--- src/rtl/tcmp_pkg.sv ---
package tcmp_pkg;
  typedef enum logic [1:0] {
    TM_NORMAL = 2'd0,
    TM_CTC    = 2'd1,
    TM_PWM_A  = 2'd2,
    TM_PWM_B  = 2'd3
  } tmode_e;

  localparam logic [1:0] RA_LO  = 2'd0;
  localparam logic [1:0] RA_HI  = 2'd1;
  localparam logic [1:0] RA_CTL = 2'd2;

  localparam int CTL_EN_BIT  = 0;
  localparam int CTL_FLG_BIT = 1;

  function automatic logic mode_is_pwm(input logic [1:0] m);
    return m[1];
  endfunction
endpackage

--- src/rtl/tcmp_bus_if.sv ---
module tcmp_bus_if
  import tcmp_pkg::*;
#(
  parameter int DATA_W = 16,
  parameter int BUS_W  = 8
) (
  input  logic              clk,
  input  logic              rst_n,
  input  logic [1:0]        addr,
  input  logic [BUS_W-1:0]  wdata,
  input  logic              wr,
  input  logic              rd,
  input  logic              flag,
  input  logic [DATA_W-1:0] visible,
  output logic [BUS_W-1:0]  rdata,
  output logic              commit,
  output logic [DATA_W-1:0] commit_val,
  output logic              ien,
  output logic              flag_clr
);
  localparam int HI_W = DATA_W - BUS_W;

  logic [HI_W-1:0] temp_q;

  always_ff @(posedge clk) begin
    if (!rst_n) begin
      temp_q <= '0;
      ien    <= 1'b0;
    end else if (wr) begin
      if (addr == RA_HI) temp_q <= wdata[HI_W-1:0];
      if (addr == RA_CTL) ien <= wdata[CTL_EN_BIT];
    end
  end

  assign commit     = wr && (addr == RA_LO);
  assign commit_val = {temp_q, wdata};
  assign flag_clr   = wr && (addr == RA_CTL) && wdata[CTL_FLG_BIT];

  always_comb begin
    rdata = '0;
    if (rd) begin
      case (addr)
        RA_LO:   rdata = visible[BUS_W-1:0];
        RA_HI:   rdata = BUS_W'(visible[DATA_W-1:BUS_W]);
        RA_CTL: begin
          rdata[CTL_EN_BIT]  = ien;
          rdata[CTL_FLG_BIT] = flag;
        end
        default: rdata = '0;
      endcase
    end
  end

  AST_NO_READ_DATA: assert property (@(posedge clk) disable iff (!rst_n)
    !rd |-> (rdata == '0)) else $error("rdata without read");
endmodule

--- src/rtl/tcmp_value_store.sv ---
module tcmp_value_store #(
  parameter int DATA_W = 16
) (
  input  logic              clk,
  input  logic              rst_n,
  input  logic              pwm,
  input  logic              tick,
  input  logic              at_top,
  input  logic              at_bottom,
  input  logic              load_at_bottom,
  input  logic              commit,
  input  logic [DATA_W-1:0] commit_val,
  output logic [DATA_W-1:0] active,
  output logic [DATA_W-1:0] shadow
);
  logic xfer;

  assign xfer = pwm && tick && (load_at_bottom ? at_bottom : at_top);

  always_ff @(posedge clk) begin
    if (!rst_n) begin
      active <= '0;
      shadow <= '0;
    end else begin
      if (commit) shadow <= commit_val;
      if (commit && !pwm) active <= commit_val;
      else if (xfer) active <= shadow;
    end
  end

  AST_PWM_HOLD: assert property (@(posedge clk) disable iff (!rst_n)
    (pwm && !xfer) |=> $stable(active)) else $error("active moved off point");
  AST_PWM_XFER: assert property (@(posedge clk) disable iff (!rst_n)
    xfer |=> (active == $past(shadow))) else $error("transfer lost");
  AST_DIRECT_WRITE: assert property (@(posedge clk) disable iff (!rst_n)
    (commit && !pwm) |=> (active == $past(commit_val))) else $error("direct write lost");
endmodule

--- src/rtl/tcmp_flag_ctl.sv ---
module tcmp_flag_ctl #(
  parameter int DATA_W = 16
) (
  input  logic              clk,
  input  logic              rst_n,
  input  logic              tick,
  input  logic [DATA_W-1:0] count,
  input  logic [DATA_W-1:0] active,
  input  logic              ien,
  input  logic              ack,
  input  logic              sw_clr,
  output logic              match,
  output logic              flag,
  output logic              irq
);
  assign match = tick && (count == active);

  always_ff @(posedge clk) begin
    if (!rst_n)              flag <= 1'b0;
    else if (match)          flag <= 1'b1;
    else if (ack || sw_clr)  flag <= 1'b0;
  end

  assign irq = flag && ien;

  AST_MATCH_SETS: assert property (@(posedge clk) disable iff (!rst_n)
    match |=> flag) else $error("match did not set flag");
  AST_CLEAR_EMPTIES: assert property (@(posedge clk) disable iff (!rst_n)
    ((ack || sw_clr) && !match) |=> !flag) else $error("clear ignored");
  AST_NO_SPONTANEOUS: assert property (@(posedge clk) disable iff (!rst_n)
    $rose(flag) |-> $past(match)) else $error("flag rose without match");
endmodule

--- src/rtl/tmr_compare_chan.sv ---
module tmr_compare_chan
  import tcmp_pkg::*;
#(
  parameter int DATA_W = 16,
  parameter int BUS_W  = 8
) (
  input  logic              clk,
  input  logic              rst_n,
  input  logic              tick,
  input  logic [DATA_W-1:0] count,
  input  logic              at_top,
  input  logic              at_bottom,
  input  logic [1:0]        mode,
  input  logic              load_at_bottom,
  input  logic [1:0]        bus_addr,
  input  logic [BUS_W-1:0]  bus_wdata,
  input  logic              bus_wr,
  input  logic              bus_rd,
  output logic [BUS_W-1:0]  bus_rdata,
  input  logic              irq_ack,
  output logic              match,
  output logic              flag,
  output logic              irq,
  output logic [DATA_W-1:0] cmp_value
);
  logic              pwm;
  logic              commit;
  logic [DATA_W-1:0] commit_val;
  logic              ien;
  logic              flag_clr;
  logic [DATA_W-1:0] active;
  logic [DATA_W-1:0] shadow;
  logic [DATA_W-1:0] visible;

  assign pwm       = mode_is_pwm(mode);
  assign visible   = pwm ? shadow : active;
  assign cmp_value = active;

  tcmp_bus_if #(.DATA_W(DATA_W), .BUS_W(BUS_W)) u_bus (
    .clk(clk), .rst_n(rst_n), .addr(bus_addr), .wdata(bus_wdata),
    .wr(bus_wr), .rd(bus_rd), .flag(flag), .visible(visible),
    .rdata(bus_rdata), .commit(commit), .commit_val(commit_val),
    .ien(ien), .flag_clr(flag_clr)
  );

  tcmp_value_store #(.DATA_W(DATA_W)) u_store (
    .clk(clk), .rst_n(rst_n), .pwm(pwm), .tick(tick), .at_top(at_top),
    .at_bottom(at_bottom), .load_at_bottom(load_at_bottom),
    .commit(commit), .commit_val(commit_val),
    .active(active), .shadow(shadow)
  );

  tcmp_flag_ctl #(.DATA_W(DATA_W)) u_flag (
    .clk(clk), .rst_n(rst_n), .tick(tick), .count(count), .active(active),
    .ien(ien), .ack(irq_ack), .sw_clr(flag_clr),
    .match(match), .flag(flag), .irq(irq)
  );

  AST_IRQ_NEEDS_EN: assert property (@(posedge clk) disable iff (!rst_n)
    irq |-> (ien && flag)) else $error("irq without enable");
  AST_HI_WRITE_QUIET: assert property (@(posedge clk) disable iff (!rst_n)
    (bus_wr && bus_addr == RA_HI && !pwm) |=> $stable(cmp_value)) else $error("high byte leaked");
endmodule

--- config.mk ---
export PLATFORM = sky130hd
export DESIGN_NAME = tmr_compare_chan
export DESIGN_NICKNAME = d
export VERILOG_FILES = /design/src/rtl/tcmp_pkg.sv /design/src/rtl/tcmp_bus_if.sv /design/src/rtl/tcmp_value_store.sv /design/src/rtl/tcmp_flag_ctl.sv /design/src/rtl/tmr_compare_chan.sv
export SDC_FILE = /design/constraint.sdc
export NUM_CORES = 1
export LEC_CHECK = 0
export ABC_AREA = 1
export BUFFER_PORTS_ARGS = -buffer_cell sky130_fd_sc_hd__buf_2
export CAP_MARGIN = 15
export CELL_PAD_IN_SITES_DETAIL_PLACEMENT = 0
export CELL_PAD_IN_SITES_GLOBAL_PLACEMENT = 1
export CORE_MARGIN = 2
export CORE_UTILIZATION = 33
export CTS_CLUSTER_SIZE = 30
export DETAILED_ROUTE_END_ITERATION = 10
export GPL_ROUTABILITY_DRIVEN = 0
export PLACE_DENSITY = 0.83
export REMOVE_ABC_BUFFERS = 1
export SLEW_MARGIN = 20
export SYNTH_ARGS = -nofsm -noshare
export SYNTH_HDL_FRONTEND = slang
export SYNTH_SLANG_ARGS = --single-unit
--- constraint.sdc ---
create_clock -name clk -period 0.9 [get_ports clk]
set_input_delay 0.045 -clock clk [delete_from_list [all_inputs] [get_ports clk]]
set_output_delay 0.045 -clock clk [all_outputs]
set_load 0.01 [all_outputs]
Word level (Yosys, flattened, before mapping)
Cells that the tools add are included.
{"block": "totals", "word_cells": 32, "out_inout_bits": 27, "inputBits": 37, "reg_bits": 42}
{"block": "op_classes", "eq_ne": 3, "n_mux": 9, "n_reduce_logical": 15}
{"cell": "$mux 16", "count": 3}
{"cell": "$eq 16x16->1", "count": 1}
{"cell": "$pmux 6 s2", "count": 1}
{"cell": "$logic_and 1x1->1", "count": 8}
{"cell": "$mux 8", "count": 1}
{"cell": "$pmux 2 s3", "count": 1}
{"cell": "$reduce_and 2->1", "count": 2}
{"cell": "$reduce_bool 2->1", "count": 2}
{"cell": "$mux 1", "count": 3}
{"cell": "$eq 2x1->1 const B", "count": 1}
{"cell": "$eq 2x2->1 const B", "count": 1}
{"cell": "$logic_not 2->1", "count": 1}
{"cell": "$logic_not 1->1", "count": 1}
{"cell": "$logic_or 1x1->1", "count": 1}

Longest topological paths before layout
{"block": "logic_depth", "depth_word": 6, "ltp_mapped": 9, "ltp_nobuf": 8}

Modules after synthesis
From an unflattened synthesis, not the netlist that was laid out.
{"block": "unflattened", "hier_cells": 498, "hier_area_um2": 2875.3}
{"module": "tcmp_value_store", "seq_area_each_um2": 640.6, "instances": 1, "cells_each": 235, "area_each_um2": 1551.5}
{"module": "tcmp_bus_if", "seq_area_each_um2": 180.2, "instances": 1, "cells_each": 103, "area_each_um2": 613.1}
{"module": "tcmp_flag_ctl", "seq_area_each_um2": 20.0, "instances": 1, "cells_each": 108, "area_each_um2": 466.7}
{"module": "tmr_compare_chan", "seq_area_each_um2": 0.0, "instances": 1, "cells_each": 52, "area_each_um2": 244.0}

Least setup slack after synthesis
Ideal clock, no wire load.
{"block": "synth_timing", "path_kind": "flip-flop to output port", "start": "register u_store.active[11]", "end": "output match", "slack_ps": -171, "stages_incl_launch_ff": 9, "path_buffers": 0, "required_time_ps": 855, "arrival_ps": 1026, "cell_sequence": "dfxtp_1 -> inv_1 -> nand2_1 -> o21ai_0 -> nor2_1 -> nand4_1 -> nor2_1 -> nand2_1 -> nor2_1"}
{"block": "synth_between", "elab_chain_len": 2}
{"item": "from (decl)", "line_no": "tcmp_value_store.sv:13", "rtl": "output logic [DATA_W-1:0] active,"}
{"item": "from (signal assigned)", "line_no": "tcmp_value_store.sv:26", "rtl": "if (commit && !pwm) active <= commit_val;"}
{"item": "from (signal assigned)", "line_no": "tcmp_value_store.sv:27", "rtl": "else if (xfer) active <= shadow;"}
{"item": "$eq 16x16->1", "line_no": "tcmp_flag_ctl.sv:16", "rtl": "assign match = tick && (count == active);"}
{"item": "$logic_and 1x1->1", "line_no": "tcmp_flag_ctl.sv:16"}
{"item": "to (decl)", "line_no": "tmr_compare_chan.sv:21", "rtl": "output logic match,"}
No other way between the ends.

Worst setup path after layout
{"block": "layout_timing", "start": "register u_store.active[7]", "end": "output match"}
The elaborated chain is that of the path after synthesis.

==> impl_metrics.json <==
{
  "status": "complete, but fails checks",
  "violations": "setup timing",
  "io_buffers": 62,
  "layout_common_cells": "nand2_1 (69), nor2_1 (46), buf_2 (45)",
  "htreeDepth": 2,
  "die_w_um": 90.2,
  "worstHoldPathType": "in2reg",
  "fin_util": 0.516,
  "final_common_cell": "nand2_1",
  "drc_errors": 0,
  "grt-ovfl-total": 0,
  "ys_types": 34,
  "finalHoldViolCount": 0,
  "track_usage": 0.215,
  "yosysSeqAreaShare": 0.343,
  "synth.area.top_cells": "dfxtp_1 (34%), nand2_1 (13%), nor2_1 (7.6%), o21ai_0 (6.9%), a21oi_1 (6.7%)",
  "diodes": 0,
  "rrSetupSlack_ps": -250,
  "drt-initial-drc-count": 195,
  "tightestPinTransition_ps": 384,
  "slew_headroom": 0.743,
  "synth-seq-cells": 42,
  "criticalPathCategory": "reg2out",
  "synthDominantCellAreaShare": 0.343,
  "cts_buffers": 5,
  "synth-main-ff-cell": "dfxtp_1",
  "setup_viol": 23,
  "arrival_ps": 1370,
  "clock_latency_ps": 290,
  "setup_ws_ps": -511,
  "yosysWarnings": 0,
  "clock-root-buffer": "clkbuf_8",
  "synth_edf_count": 0,
  "finalNonFillerCells": 589,
  "via_per_inst": 4.96,
  "place_area_um2": 3240,
  "drt_pre_antenna_iters": 5,
  "grt_pass1_vias": 2748,
  "tritoncts": "built",
  "cp-end-kind": "output pin",
  "pwr_density_cell_nw_per_um2": 1250,
  "final_area_um2": 3720,
  "via_count": 2920,
  "fillers": 737,
  "nNetsFinal": 526,
  "worstPathRequired_ps": 850,
  "syn_inst": 374,
  "dieHeight_um": 90.2,
  "ios": 64,
  "start_kind": "flip-flop",
  "setup_tns_ps": -4480,
  "fmax_mhz": 709,
  "drt-total-wl_mm": 9.01,
  "start_util": 0.340,
  "grt_first_pass_wirelength_mm": 13.9,
  "leakagePower_uw": 0.00174,
  "cts_buffer_depth": 2,
  "place_inst": 577,
  "rows": 31,
  "fin_skew_ps": 4.95,
  "async_flop_share": 0,
  "period_minus_slack_ps": 1410,
  "grt_max_degree": 21,
  "worstPathMaxFanout": 3,
  "drv_cap": 0,
  "drive_gt1_frac": 0.435,
  "syn_area_per_cell_um2": 6.56,
  "syn_area_um2": 2450,
  "syn_to_final_growth_pct": 51.7,
  "synth.largest_area_cell": "dfxtp_1",
  "fin_crit_sh": 1.57,
  "cts.sinks": 42,
  "coreArea_um2": 7210,
  "die_area_um2": 8140,
  "ant_nets": 0,
  "rsz0062_at_grt": "yes",
  "wl_per_cell_um": 15.3,
  "peakVddDrop_v": 0.000872,
  "antenna_found_initial": 0,
  "hpwlAfterDp_mm": 6.56,
  "slew_viol_final": 0,
  "path_clk_slew_ps": 80
}
-- Yosys cell counts, types with 2 or more instances --
| cell | number |
|---|---|
| nand3b_1 | 2 |
| buf_2 | 3 |
| nor2_1 | 50 |
| nand2_2 | 3 |
| o211ai_1 | 5 |
| or2_2 | 3 |
| o22ai_1 | 3 |
| inv_4 | 2 |
| o21ai_0 | 34 |
| inv_2 | 3 |
| nand4_1 | 3 |
| dfxtp_1 | 42 |
| clkbuf_1 | 5 |
| inv_1 | 43 |
| xnor2_1 | 2 |
| o21ai_1 | 11 |
| o211a_1 | 3 |
| nand2_4 | 3 |
| nand2_1 | 83 |
| a31oi_1 | 8 |
| buf_6 | 6 |
| a21oi_1 | 33 |
| nand3_1 | 13 |
-- metal layers --
| layer | global-route usage | wire (um) |
|---|---|---|
| met1 | 0.288 | 4040 |
| met4 | 0.0654 | 180 |
| met3 | 0.0285 | 522 |
| met5 | 0 | 0 |
| met2 | 0.361 | 4270 |
-- final cells by class --
type / instances / area (um2) / area share
well taps: 99 / 124 / 0.0333
inverters: 48 / 188 / 0.0504
multi-input cells: 268 / 1430 / 0.383
flip-flops and latches: 42 / 876 / 0.235
repair buffers: 124 / 998 / 0.268
clock buffers: 8 / 110 / 0.0296
-- worst paths after layout --
path,startpoint,end,depth (start not counted)
worst max-delay path,u_store.active[7],match,9
worst min-delay path,bus_wdata[3],u_store.active[3],3
worst max register to register,u_store.active[5],u_flag.flag,8
worst min register to register,u_bus.temp_q[7],u_bus.temp_q[7],2
-- cell families (layout without fill, tap and decap cells) --
| group | Yosys count | count (layout) | share of synthesized area |
|---|---|---|---|
| flops | 42 | 42 | 0.343 |
| compound gates | 100 | 100 | 0.227 |
| simple gates | 166 | 166 | 0.297 |
| buf+inv | 64 | 180 | 0.126 |
| xor+xnor | 2 | 2 | 0.00714 |
-- critical path, cell delays in order, from the launching register on --
cell and delay [ps]:
dfxtp_2 360, inv_2 50, nand2_2 60, nand2_1 50, nor2_1 100, nand4_1 90
nor2_1 110, nand2_1 60, nor2_1 70, buf_2 130
-- power by group --
| group | total (uW) | leakage [uW] | internal (uW) | switching (uW) |
|---|---|---|---|---|
| registers | 2040 | 0.000352 | 1950 | 86.7 |
| logic | 1190 | 0.00133 | 556 | 634 |
| clock network | 1440 | 0.0000575 | 776 | 661 |
| total | 4660 | 0.00174 | 3280 | 1380 |
-- sequential cells by signal (all words and copies together), names as in the netlist --
| signal | count |
|---|---|
| u_bus.temp_q | 8 |
| u_store.shadow | 16 |
| u_flag.flag | 1 |
| u_store.active | 16 |
| u_bus.ien | 1 |
-- per-stage QoR --
step	hold slack (ps)	power [uW]	setup slack, ps
5_1_grt	24.3	4880	-612
2_1_floorplan	181	2500	-171
4_1_cts	25.4	4610	-509
6_report	28.9	4660	-511
3_5_place_dp	332	3060	-322
3_3_place_gp	328	3050	-274
-- what timing repair did --
item | CTS | global route
hold buffers | 0 | 0
buffers inserted | 1 | 9
pin swaps | 14 | 18
setup endpoints to repair | 31 | 33
cloned | 0 | 0
resized for setup | 86 | 39
No activity file was read; power rests on OpenSTA's default activity.
